--- config.mk ---
export PLATFORM = sky130hd
export DESIGN_NAME = evtcnt_irq_top
export DESIGN_NICKNAME = d
export VERILOG_FILES = /design/src/rtl/evtcnt_pkg.sv /design/src/rtl/evtcnt_edge_qual.sv /design/src/rtl/evtcnt_count.sv /design/src/rtl/evtcnt_arb.sv /design/src/rtl/evtcnt_irq_top.sv
export SDC_FILE = /design/constraint.sdc
export NUM_CORES = 1
export LEC_CHECK = 0
export BUFFER_PORTS_ARGS = -buffer_cell sky130_fd_sc_hd__buf_2
export CELL_PAD_IN_SITES_DETAIL_PLACEMENT = 1
export CELL_PAD_IN_SITES_GLOBAL_PLACEMENT = 2
export CORE_MARGIN = 2
export CORE_UTILIZATION = 24
export DETAILED_ROUTE_END_ITERATION = 7
export PLACE_DENSITY = 0.73
export SLEW_MARGIN = 20
export SYNTH_ARGS = -nofsm -noshare
export SYNTH_HDL_FRONTEND = slang
export SYNTH_SLANG_ARGS = --single-unit
--- constraint.sdc ---
create_clock -name clk_i -period 0.8 [get_ports clk_i]
set_clock_uncertainty 0.15 [all_clocks]
set_input_delay 0.04 -clock clk_i [delete_from_list [all_inputs] [get_ports clk_i]]
set_output_delay 0.04 -clock clk_i [all_outputs]
set_load 0.1 [all_outputs]
--- src/rtl/evtcnt_pkg.sv ---
package evtcnt_pkg;
  localparam int unsigned CNT_W   = 8;
  localparam int unsigned VEC_W   = 12;
  localparam int unsigned RATE    = 3;
  localparam int unsigned VEC_EXT = 3;
  localparam int unsigned VEC_TMR = 7;

  typedef enum logic [1:0] {
    WIN_NONE = 2'd0,
    WIN_EXT  = 2'd1,
    WIN_TMR  = 2'd2
  } win_e;
endpackage

--- src/rtl/evtcnt_edge_qual.sv ---
module evtcnt_edge_qual #(
  parameter int unsigned SYNC_STAGES = 2,
  parameter int unsigned RATE        = 3
) (
  input  logic clk_i,
  input  logic rst_ni,
  input  logic cyc_stb_i,
  input  logic run_i,
  input  logic stop_i,
  input  logic test_i,
  output logic accept_o
);
  localparam int unsigned GAP_W = $clog2(RATE + 1);

  logic [SYNC_STAGES-1:0] sync_q;
  logic                   prev_q;
  logic [GAP_W-1:0]       gap_q, gap_d;
  logic                   rise;

  genvar gi;
  generate
    for (gi = 0; gi < SYNC_STAGES; gi++) begin : g_sync
      if (gi == 0) begin : g_first
        always_ff @(posedge clk_i or negedge rst_ni) begin
          if (!rst_ni) sync_q[gi] <= 1'b0;
          else         sync_q[gi] <= test_i;
        end
      end else begin : g_next
        always_ff @(posedge clk_i or negedge rst_ni) begin
          if (!rst_ni) sync_q[gi] <= 1'b0;
          else         sync_q[gi] <= sync_q[gi-1];
        end
      end
    end
  endgenerate

  always_ff @(posedge clk_i or negedge rst_ni) begin
    if (!rst_ni) prev_q <= 1'b0;
    else         prev_q <= sync_q[SYNC_STAGES-1];
  end

  assign rise     = sync_q[SYNC_STAGES-1] & ~prev_q;
  assign accept_o = run_i & ~stop_i & rise & (gap_q == '0);

  always_comb begin
    gap_d = gap_q;
    if (accept_o)                     gap_d = GAP_W'(RATE);
    else if (cyc_stb_i && gap_q != '0) gap_d = gap_q - GAP_W'(1);
  end

  always_ff @(posedge clk_i or negedge rst_ni) begin
    if (!rst_ni) gap_q <= '0;
    else         gap_q <= gap_d;
  end

  // an accepted edge always opens a full window
  p_window_r3: assert property (@(posedge clk_i) disable iff (!rst_ni)
    accept_o |=> gap_q == GAP_W'(RATE));
  // the window never moves without a strobe
  p_window_hold_r3: assert property (@(posedge clk_i) disable iff (!rst_ni)
    (!cyc_stb_i && gap_q != '0) |=> gap_q == $past(gap_q));
endmodule

--- src/rtl/evtcnt_count.sv ---
module evtcnt_count #(
  parameter int unsigned W = 8
) (
  input  logic         clk_i,
  input  logic         rst_ni,
  input  logic         load_i,
  input  logic [W-1:0] load_val_i,
  input  logic         inc_i,
  output logic [W-1:0] count_o,
  output logic         ovf_o
);
  localparam logic [W-1:0] ALL_ONES = '1;

  logic [W-1:0] cnt_q, cnt_d;

  always_comb begin
    cnt_d = cnt_q;
    if (load_i)     cnt_d = load_val_i;
    else if (inc_i) cnt_d = cnt_q + W'(1);
  end

  assign ovf_o   = inc_i & ~load_i & (cnt_q == ALL_ONES);
  assign count_o = cnt_q;

  always_ff @(posedge clk_i or negedge rst_ni) begin
    if (!rst_ni) cnt_q <= '0;
    else         cnt_q <= cnt_d;
  end

  // with neither load nor increment, the count holds
  p_hold_r4: assert property (@(posedge clk_i) disable iff (!rst_ni)
    (!load_i && !inc_i) |=> cnt_q == $past(cnt_q));
  // overflow leaves a zero count
  p_wrap_r6: assert property (@(posedge clk_i) disable iff (!rst_ni)
    ovf_o |=> cnt_q == '0);
endmodule

--- src/rtl/evtcnt_arb.sv ---
module evtcnt_arb
  import evtcnt_pkg::*;
#(
  parameter int unsigned VW   = 12,
  parameter int unsigned VEXT = 3,
  parameter int unsigned VTMR = 7
) (
  input  logic          clk_i,
  input  logic          rst_ni,
  input  logic          ovf_i,
  input  logic          stop_i,
  input  logic          ack_i,
  input  logic          tmr_ien_i,
  input  logic          ext_irq_i,
  input  logic          ext_ien_i,
  output logic          irq_o,
  output logic [VW-1:0] vec_o,
  output logic          tmr_pend_o
);
  logic pend_q, pend_d;
  logic ext_req, tmr_req;
  win_e win;

  assign ext_req = ext_irq_i & ext_ien_i;
  assign tmr_req = pend_q & tmr_ien_i;

  always_comb begin
    if (ext_req)      win = WIN_EXT;
    else if (tmr_req) win = WIN_TMR;
    else              win = WIN_NONE;
  end

  always_comb begin
    unique case (win)
      WIN_EXT: vec_o = VW'(VEXT);
      WIN_TMR: vec_o = VW'(VTMR);
      default: vec_o = '0;
    endcase
  end
  assign irq_o = (win != WIN_NONE);

  always_comb begin
    pend_d = pend_q;
    if (ovf_i)                         pend_d = 1'b1;
    else if (stop_i)                   pend_d = 1'b0;
    else if (ack_i && win == WIN_TMR)  pend_d = 1'b0;
  end

  always_ff @(posedge clk_i or negedge rst_ni) begin
    if (!rst_ni) pend_q <= 1'b0;
    else         pend_q <= pend_d;
  end
  assign tmr_pend_o = pend_q;

  p_ovf_latch_r6: assert property (@(posedge clk_i) disable iff (!rst_ni)
    ovf_i |=> pend_q);
  p_loser_kept_r8: assert property (@(posedge clk_i) disable iff (!rst_ni)
    (pend_q && ext_req && !stop_i) |=> pend_q);
  p_ack_clear_r9: assert property (@(posedge clk_i) disable iff (!rst_ni)
    (ack_i && vec_o == VW'(VTMR) && !ovf_i) |=> !pend_q);
  p_stop_clear_r10: assert property (@(posedge clk_i) disable iff (!rst_ni)
    (stop_i && !ovf_i) |=> !pend_q);
  p_idle_r12: assert property (@(posedge clk_i) disable iff (!rst_ni)
    !irq_o |-> vec_o == '0);
endmodule

--- src/rtl/evtcnt_irq_top.sv ---
module evtcnt_irq_top
  import evtcnt_pkg::*;
(
  input  logic             clk_i,
  input  logic             rst_ni,
  input  logic             cyc_stb_i,
  input  logic             start_i,
  input  logic             stop_i,
  input  logic             load_i,
  input  logic [CNT_W-1:0] load_val_i,
  output logic [CNT_W-1:0] count_o,
  input  logic             tmr_ien_i,
  input  logic             test_i,
  input  logic             ext_irq_i,
  input  logic             ext_ien_i,
  input  logic             ack_i,
  output logic             irq_o,
  output logic [VEC_W-1:0] vec_o
);
  logic [1:0] rst_sync_q;
  logic       rst_n;
  logic       run_q, run_d;
  logic       accept;
  logic       ovf;
  logic       tmr_pend;

  // reset: asserted at once, released on the clock
  always_ff @(posedge clk_i or negedge rst_ni) begin
    if (!rst_ni) rst_sync_q <= 2'b00;
    else         rst_sync_q <= {rst_sync_q[0], 1'b1};
  end
  assign rst_n = rst_sync_q[1];

  always_comb begin
    run_d = run_q;
    if (stop_i)       run_d = 1'b0;
    else if (start_i) run_d = 1'b1;
  end

  always_ff @(posedge clk_i or negedge rst_n) begin
    if (!rst_n) run_q <= 1'b0;
    else        run_q <= run_d;
  end

  evtcnt_edge_qual #(.SYNC_STAGES(2), .RATE(RATE)) u_qual (
    .clk_i(clk_i), .rst_ni(rst_n), .cyc_stb_i(cyc_stb_i), .run_i(run_q),
    .stop_i(stop_i), .test_i(test_i), .accept_o(accept)
  );

  evtcnt_count #(.W(CNT_W)) u_count (
    .clk_i(clk_i), .rst_ni(rst_n), .load_i(load_i), .load_val_i(load_val_i),
    .inc_i(accept), .count_o(count_o), .ovf_o(ovf)
  );

  evtcnt_arb #(.VW(VEC_W), .VEXT(VEC_EXT), .VTMR(VEC_TMR)) u_arb (
    .clk_i(clk_i), .rst_ni(rst_n), .ovf_i(ovf), .stop_i(stop_i),
    .ack_i(ack_i), .tmr_ien_i(tmr_ien_i), .ext_irq_i(ext_irq_i),
    .ext_ien_i(ext_ien_i), .irq_o(irq_o), .vec_o(vec_o),
    .tmr_pend_o(tmr_pend)
  );

  // two counts never land on adjacent clocks
  p_rate_r3: assert property (@(posedge clk_i) disable iff (!rst_n)
    (count_o == $past(count_o) + CNT_W'(1) && !$past(load_i))
      |=> (count_o == $past(count_o) || $past(load_i)));
  // a stop freezes the count unless it is loaded
  p_stop_hold_r5: assert property (@(posedge clk_i) disable iff (!rst_n)
    (stop_i && !load_i) |=> count_o == $past(count_o));
  // the timer request rises only as the count reaches zero
  p_rise_zero_r6: assert property (@(posedge clk_i) disable iff (!rst_n)
    $rose(tmr_pend) |-> count_o == '0);
  p_ext_vec_r7: assert property (@(posedge clk_i) disable iff (!rst_n)
    (ext_irq_i && ext_ien_i) |-> (irq_o && vec_o == VEC_W'(VEC_EXT)));
endmodule

Yosys cells after proc, flatten, opt, wreduce, memory -nomap -nowiden --
Cells that the tools add are included.
Word-level totals: register bits after elaboration 17, latch bits 0, output and inout bits 21, memories kept 0, RAM bits 0, memory bits (read-only) 0, logic and storage cells 45, input port bits 19
Cells by class: add/subtract/negate cells 2, order comparisons 0, div/mod/pow operators 0, equality and inequality tests 3, reduce and logical (&&, ||, !) cells 9, multiplexer cells 12, bitwise logic cells 11, $mul 0, shift operators 0
Operator list (number):
- $mux W8 | 2
- $reduce_bool A2 Y1 | 5
- $add A8 B1 Y8 const B | 1
- $and A1 B1 Y1 | 8
- $eq A8 B8 Y1 const B | 1
- $mux W2 | 4
- $pmux W3 S2 | 1
- $mux W1 | 5
- $not A1 Y1 | 3
- $reduce_bool A3 Y1 | 1
- $eq A2 B1 Y1 const B | 1
- $eq A2 B2 Y1 const B | 1
- $logic_and A1 B1 Y1 | 2
- $logic_not A2 Y1 | 1
- $sub A2 B1 Y2 const B | 1

Logic depth before layout (Yosys ltp) --
Gate-level depths: netlist (run 1).
word-level depth 8, mapped depth 6, mapped depth without buffers 6

Hierarchy --
A second synthesis (run 1) with hierarchy kept.
Unflattened totals: cells, all modules 92, area total of the unflattened synthesis 899.6 um^2
Modules (own cells, without submodules):
- evtcnt_count | seq. area each 200.2 um^2, area each 465.4 um^2, times used 1, cells an instance 51
- evtcnt_edge_qual | seq. area each 125.1 um^2, area each 200.2 um^2, times used 1, cells an instance 16
- evtcnt_arb | seq. area each 25.0 um^2, area each 145.1 um^2, times used 1, cells an instance 20
- evtcnt_irq_top | seq. area each 75.1 um^2, area each 88.8 um^2, times used 1, cells an instance 5

Least setup slack after synthesis (run 1) --
OpenSTA, ideal clock, no wires.
path type reg2reg, from reg u_count.cnt_q[0] (netlist: u_count.count_o[0]), to reg u_count.cnt_q[6] (netlist: u_count.count_o[6]), cell stages (with the launch flop) 6, data required time 567 ps, slack -1362 ps, path buffers 0, setup time 83 ps, data arrival time 1929 ps, period minus slack after synthesis 2162 ps, cell sequence dfrtp_1 > ha_1 > and4_1 > nand4_1 > xor2_1 > o21ai_0
On the way: longest elaborated chain between the ends 3
RTL lines:
- from (decl) | line evtcnt_count.sv:14 | logic [W-1:0] cnt_q, cnt_d;
- from (signal assigned) | line evtcnt_count.sv:27 | else cnt_q <= cnt_d;
- $add A8 B1 Y8 | line evtcnt_count.sv:19 | else if (inc_i) cnt_d = cnt_q + W'(1);
- $mux W8 | line evtcnt_count.sv:19
- $mux W8 | line evtcnt_count.sv:18 | if (load_i) cnt_d = load_val_i;
No other way between the ends. The select of a mux whose other input is x is not followed. A chain may end at the register's enable or synchronous reset.

Final worst setup path (run 1) --
from reg u_qual.prev_q, to reg u_count.cnt_q[5] (netlist: u_count.count_o[5])
On the way: longest elaborated chain between the ends 5
RTL lines:
- from (decl) | line evtcnt_edge_qual.sv:16 | logic prev_q;
- from (signal assigned) | line evtcnt_edge_qual.sv:39 | else prev_q <= sync_q[SYNC_STAGES-1];
- $not A1 Y1 | line evtcnt_edge_qual.sv:42 | assign rise = sync_q[SYNC_STAGES-1] & ~prev_q;
- $and A1 B1 Y1 | line evtcnt_edge_qual.sv:42
- $and A1 B1 Y1 (2 in a row) | line evtcnt_edge_qual.sv:43 | assign accept_o = run_i & ~stop_i & rise & (gap_q == '0);
- $reduce_bool A2 Y1 (no source line)
No other way between the ends.

==> impl_metrics.ini, run 1 <==
[grt]
grt_start_max_net_pins = 14
grt_pass1_wl_um = 4310
grt_remaining_overflow = 0
first_global_vias = 939
antenna_found_initial = 0
grtUsageTotal_pct = 13.2

[synthesis]
syn_area_per_cell_um2 = 10.0
ys_warn_count = 0
yosys-top-cells-count = dfrtp_1, nand2_1, buf_4
synth_area_um2 = 920
synthFlopType = dfrtp_1
synth_top_area_share_pct = 46.3
ys_ff_latch = 17
netlist_instances = 92
synth.area.top_cells = dfrtp_1, buf_4, nand2_1, xnor2_1, nor4_4
yosysUniqueCellTypes = 24
synthArstFlopShare_pct = 100
yosysTopAreaCell = dfrtp_1
synthMostInstantiatedCell = dfrtp_1
synth_edf_count = 0
ys_seq_area_share_pct = 46.3

[cells_and_area]
fin_nets = 176
diodes = 0
stdcell_count = 202
synthToLayoutAreaGrowth_pct = 95.4
layout-drive-gt1-share_pct = 62.3
post-route-cell-area_mm2 = 0.00180

[pwr]
powerDensity_mw_per_mm2 = 2020
irDropWorstVdd_mv = 0.974
p_leak_nw = 0.825
power_mw = 3.63

[min_path]
min_path_cells = 3
hp-class = primary input to flop

[floorplan]
die-area_mm2 = 0.00434
die_x_um = 65.9
rows = 22
die_h_um = 65.9
io_pins = 40
design.core.area_mm2 = 0.00366
initial_core_util_pct = 25.1

[clocking]
ctsHoldBuffers = 2
numCtsBuffers = 3
path_clk_slew_ns = 0.07
insertion_delay_ns = 0.25
tritoncts = yes
cts_sinks = 17
cts_buffer_depth = 2
htree_levels = 1
clock-root-buffer = clkbuf_8

[placement]
gp_congestion = 0.771
place_area_mm2 = 0.00157
io_buffers = 30
dpl.hpwl_um = 2040
dp_cells = 190

[drt]
firstDrtPassIters = 2
drc = 0
drt_iter0_drc = 4
vias = 869
wl_per_cell_um = 13.0
via_per_inst = 4.30
ant_nets = 0
wirelength_um = 2630

[job]
cap_violations = 0

[critical_path]
path_max_fanout = 4
critPathCapture = u_count.count_o[5]$_DFFE_PN0P_
timing.rr.end = u_count.count_o[5]$_DFFE_PN0P_
critPathLaunch = u_qual.prev_q$_DFF_PN0_
worstReg2RegStart = u_qual.prev_q$_DFF_PN0_
start_kind = flop
cp_data_arrival_time_ns = 1.54
reg2reg_depth = 4
crit_type = flop to flop
r2r_setup_slack_ns = -0.76
cp_data_required_time_ns = 0.79
cp-end-kind = flop

[timing]
finalHoldViolCount = 14
setup_tns_ns = -12.49
min_period_ns = 1.56
finalSetupViolCount = 24
setup_ws_ns = -0.756
finalCritPeriodShare_pct = 194
rsz0062_at_grt = yes
holdWs_ns = -0.150
fmax_mhz = 643
slew_violations = 0

[run_status]
outcome = complete, but fails checks
violations = negative hold slack, negative setup slack
-- repair_timing --
item	4_1_cts	5_1_grt
setup endpoints to repair	24	24
pin swaps	19	7
cloned	0	0
resized for setup	20	9
buffers inserted	6	4
endpoints found under the hold margin	15	14
-- layer usage --
metal | vias up | part of all wire [%] | GRT usage, %
met2 | 30 | 56 | 25.4
met4 | 0 | 0.38 | 3.13
li1 | 413 | - | -
met5 | - | 0 | 0
met3 | 2 | 5.9 | 2.73
met1 | 424 | 37 | 14.6
-- layout by cell type (no fill, tap or decap), drive strengths merged, types with 2 or more instances in the layout --
master,count
xor2,3
inv,2
xnor2,5
nand4,3
nor2,2
dfrtp,17
ha,2
o21ai,9
buf,60
nor3,2
nand3,5
a21oi,2
nor4,2
mux2i,2
nor2b,2
clkbuf,3
dlygate4sd3,2
nand2,15
conb,10
-- how the worst min path moves through the flow --
stage / start / to / slack, ns
2_1_floorplan: rst_ni / rst_sync_q[0]$_DFF_PN0_ / -0.41
3_3_place_gp: rst_ni / rst_sync_q[0]$_DFF_PN0_ / -0.32
3_5_place_dp: rst_ni / rst_sync_q[0]$_DFF_PN0_ / -0.32
4_1_cts: load_val_i[0] / u_count.count_o[0]$_DFFE_PN0P_ / -0.15
5_1_grt: load_val_i[0] / u_count.count_o[0]$_DFFE_PN0P_ / -0.13
6_report: load_val_i[0] / u_count.count_o[0]$_DFFE_PN0P_ / -0.15
-- registers in the layout, indices dropped and copies added, names as in the netlist --
signal	count
run_q	1
u_qual.prev_q	1
u_qual.gap_q	2
u_count.count_o	8
u_qual.sync_q	2
u_arb.tmr_pend_o	1
rst_sync_q	2
-- critical path: stages, from the launching register on --
cell and delay, ns:
dfrtp_1 0.40, or3b_4 0.48, nor4_4 0.16, xnor2_1 0.15, o21ai_1 0.09
-- report_power, final --
group | switching (mW) | total, mW | internal [mW] | leakage [nW]
clock | 0.313 | 0.659 | 0.346 | 0.0255
combinational | 1.06 | 1.89 | 0.823 | 0.604
sequential | 0.0909 | 1.08 | 0.993 | 0.196
total | 1.47 | 3.63 | 2.16 | 0.825
-- kinds of logic (layout without fill, tap and decap cells) --
family	Yosys count	count (layout)	synth area share, %
flops	17	17	46.3
buf+inv	14	68	11.2
other cells	2	10	0.817
xor+xnor	8	8	7.62
fa+ha+maj	2	2	2.72
mux	2	2	2.18
simple gates	36	36	23.3
compound gates	11	11	5.99
-- per-stage QoR --
| step | setup WS [ns] | util [%] |
|---|---|---|
| 2_1_floorplan | -0.814 | - |
| 3_3_place_gp | -0.747 | 42.9 |
| 3_5_place_dp | -0.819 | 42.9 |
| 4_1_cts | -0.745 | 47.4 |
| 5_1_grt | -0.839 | 49.1 |
| 6_report | -0.756 | 49.1 |
-- layout make-up --
type | count | area [µm²]
fillers | 392 | 1860
repair buffers | 62 | 641
multi-input cells | 69 | 587
flip-flops and latches | 17 | 455
well taps | 48 | 60.1
clock buffers | 3 | 41.3
inverters | 2 | 7.51
clock inverters | 1 | 5.00
Note: power is estimated with default switching activity, not from simulation.
==> run 2: changes to the inputs <==
--- a/config.mk
+++ b/config.mk
@@ -8,6 +8,7 @@
 export BUFFER_PORTS_ARGS = -buffer_cell sky130_fd_sc_hd__buf_2
 export CELL_PAD_IN_SITES_DETAIL_PLACEMENT = 1
 export CELL_PAD_IN_SITES_GLOBAL_PLACEMENT = 2
+export CORE_ASPECT_RATIO = 0.8
 export CORE_MARGIN = 2
 export CORE_UTILIZATION = 24
 export DETAILED_ROUTE_END_ITERATION = 7
==> run 2 against run 1 <==
Core utilization fell by 1.4 points. Cell count fell by 1.5%. Sequential cell count did not move. The flow still finishes with violations (negative hold slack, negative setup slack). Design area decreased by 1.0%. Largest cell class unchanged. Combinational power shrank 8%. Register-to-register slack about the same. Global-route usage rose by 0.59 points. Total power fell by 3.3%. Die area barely moved. Via count is 0.81% lower.
==> impl_metrics.ini, run 2 (same netlist as run 1, synthesis figures left out) <==
[critical_path]
path_delay_family = simple AND/OR/NAND/NOR gates
path_max_fanout = 4
slowest_delay_ns = 0.47
worstReg2RegStart = u_qual.prev_q$_DFF_PN0_
start_kind = flop
cp_data_required_time_ns = 0.79
reg2reg_depth = 4
cp-end-kind = flop
r2r_setup_slack_ns = -0.75
crit_type = flop to flop
timing.rr.end = u_count.count_o[5]$_DFFE_PN0P_
cp_data_arrival_time_ns = 1.54
cp_slowest_cell = or3b_4
crit_buf_inv = 0
crit_chain = or3b_4 > nor4_4 > xnor2_1 > o21ai_1

[cells_and_area]
synthToLayoutAreaGrowth_pct = 93.3
fin_nets = 177
stdcell_count = 199
final_common_cell = buf_2
nFillCells = 424
diodes = 0
seq_area_um2 = 455
multi_input_comb_area_um2 = 561
layout-drive-gt1-share_pct = 60.0
largest_reg_flops = 8
final_cell_mix = buf_2, buf_4, buf_12

[placement]
dpl.hpwl_um = 2080
gp_congestion = 0.809
io_buffers = 30
dp_cells = 186

[run_status]
outcome = complete, but fails checks
violations = negative hold slack, negative setup slack

[grt]
antenna_found_initial = 0
grtUsageTotal_pct = 13.8
grt_start_max_net_pins = 16
grt_remaining_overflow = 0
grt_pass1_wl_um = 4440
first_global_vias = 928

[floorplan]
die_h_um = 59.4
die-area_mm2 = 0.00435
design.core.area_mm2 = 0.00373
die_x_um = 73.2
rows = 20
initial_core_util_pct = 24.7
io_pins = 40

[pwr]
powerDensity_mw_per_mm2 = 1970
irDropWorstVdd_mv = 0.956
power_mw = 3.51
p_leak_nw = 0.826

[min_path]
worstHoldStart = load_val_i[3]
hp-class = primary input to flop
min_path_cells = 3
hold_path_end = u_count.count_o[3]$_DFFE_PN0P_

[job]
cap_violations = 0

[timing]
fmax_mhz = 647
rsz0062_at_grt = yes
finalHoldViolCount = 9
slew_violations = 0
holdWs_ns = -0.156
finalCritPeriodShare_pct = 193
finalSetupViolCount = 24
min_period_ns = 1.55
setup_ws_ns = -0.746

[clocking]
clock-root-buffer = clkbuf_8
insertion_delay_ns = 0.26
tritoncts = yes
cts_sinks = 17
numCtsBuffers = 3
path_clk_slew_ns = 0.07
htree_levels = 1
cts_buffer_depth = 2

[drt]
wl_per_cell_um = 13.4
firstDrtPassIters = 3
ant_nets = 0
via_per_inst = 4.33
drc = 0
vias = 862
wirelength_um = 2660
drt_iter0_drc = 24
run 2: cell count changes in the layout (fill, tap and decap cells not counted), sizes merged:
cell         previous run  this run
clkinvlp                0         1
dlygate4sd3             2         6
clkinv                  1         0
buf                    60        57
run 2: layout make-up:
| type | count | area share (%) |
|---|---|---|
| inverters | 2 | 0.422 |
| clock buffers | 3 | 2.32 |
| flip-flops and latches | 17 | 25.6 |
| repair buffers | 63 | 36.6 |
| well taps | 44 | 3.10 |
| multi-input cells | 69 | 31.5 |
| clock inverters | 1 | 0.422 |
run 2: how the worst max path moves through the flow:
stage	startpoint	to	slack, ns	cells past startpoint
after global placement	u_qual.prev_q$_DFF_PN0_	u_count.count_o[7]$_DFFE_PN0P_	-0.75	4
after global routing	u_qual.gap_q[1]$_DFFE_PN0P_	u_count.count_o[7]$_DFFE_PN0P_	-0.87	6
after floorplan	u_count.count_o[0]$_DFFE_PN0P_	u_count.count_o[6]$_DFFE_PN0P_	-0.81	5
final	u_qual.prev_q$_DFF_PN0_	u_count.count_o[5]$_DFFE_PN0P_	-0.75	4
after CTS	u_qual.gap_q[0]$_DFFE_PN0P_	u_count.count_o[7]$_DFFE_PN0P_	-0.76	6
after detailed placement	u_qual.prev_q$_DFF_PN0_	u_count.count_o[5]$_DFFE_PN0P_	-0.83	4
run 2: worst reg2reg max path, stage by stage (launching register included):
cell and delay (ns):
dfrtp_1 0.41, or3b_4 0.47, nor4_4 0.16, xnor2_1 0.15
o21ai_1 0.08
run 2: metrics by stage:
step | hold slack (ns) | util, % | TNS, ns | area (µm²) | setup slack, ns
6_report | -0.156 | 47.7 | -12.79 | 1780 | -0.746
5_1_grt | -0.148 | 47.7 | -14.09 | 1780 | -0.874
4_1_cts | -0.149 | 46.8 | -12.82 | 1750 | -0.759
3_5_place_dp | -0.321 | 41.9 | -9.41 | 1560 | -0.827
3_3_place_gp | -0.325 | 41.9 | -8.78 | 1560 | -0.747
2_1_floorplan | -0.406 | - | -7.55 | 1110 | -0.814
run 2: repair_timing:
item,CTS,global route
buffers inserted,2,5
hold buffers,5,1
gates resized for setup,21,5
setup endpoints to repair,24,24
pin swaps,20,4
endpoints found under the hold margin,13,10
run 2: where the power goes:
part	internal (mW)	switching, mW	leakage (nW)	total, mW
registers	0.993	0.0940	0.196	1.09
clock network	0.351	0.331	0.0217	0.682
logic	0.740	1.00	0.608	1.74
total	2.08	1.43	0.826	3.51
run 2: routing by layer:
| layer | track usage, % | wire, µm |
|---|---|---|
| met1 | 15.8 | 1090 |
| met2 | 25.2 | 1420 |
| met3 | 4.25 | 132 |
| met4 | 3.17 | 16 |
| met5 | 0 | 0 |
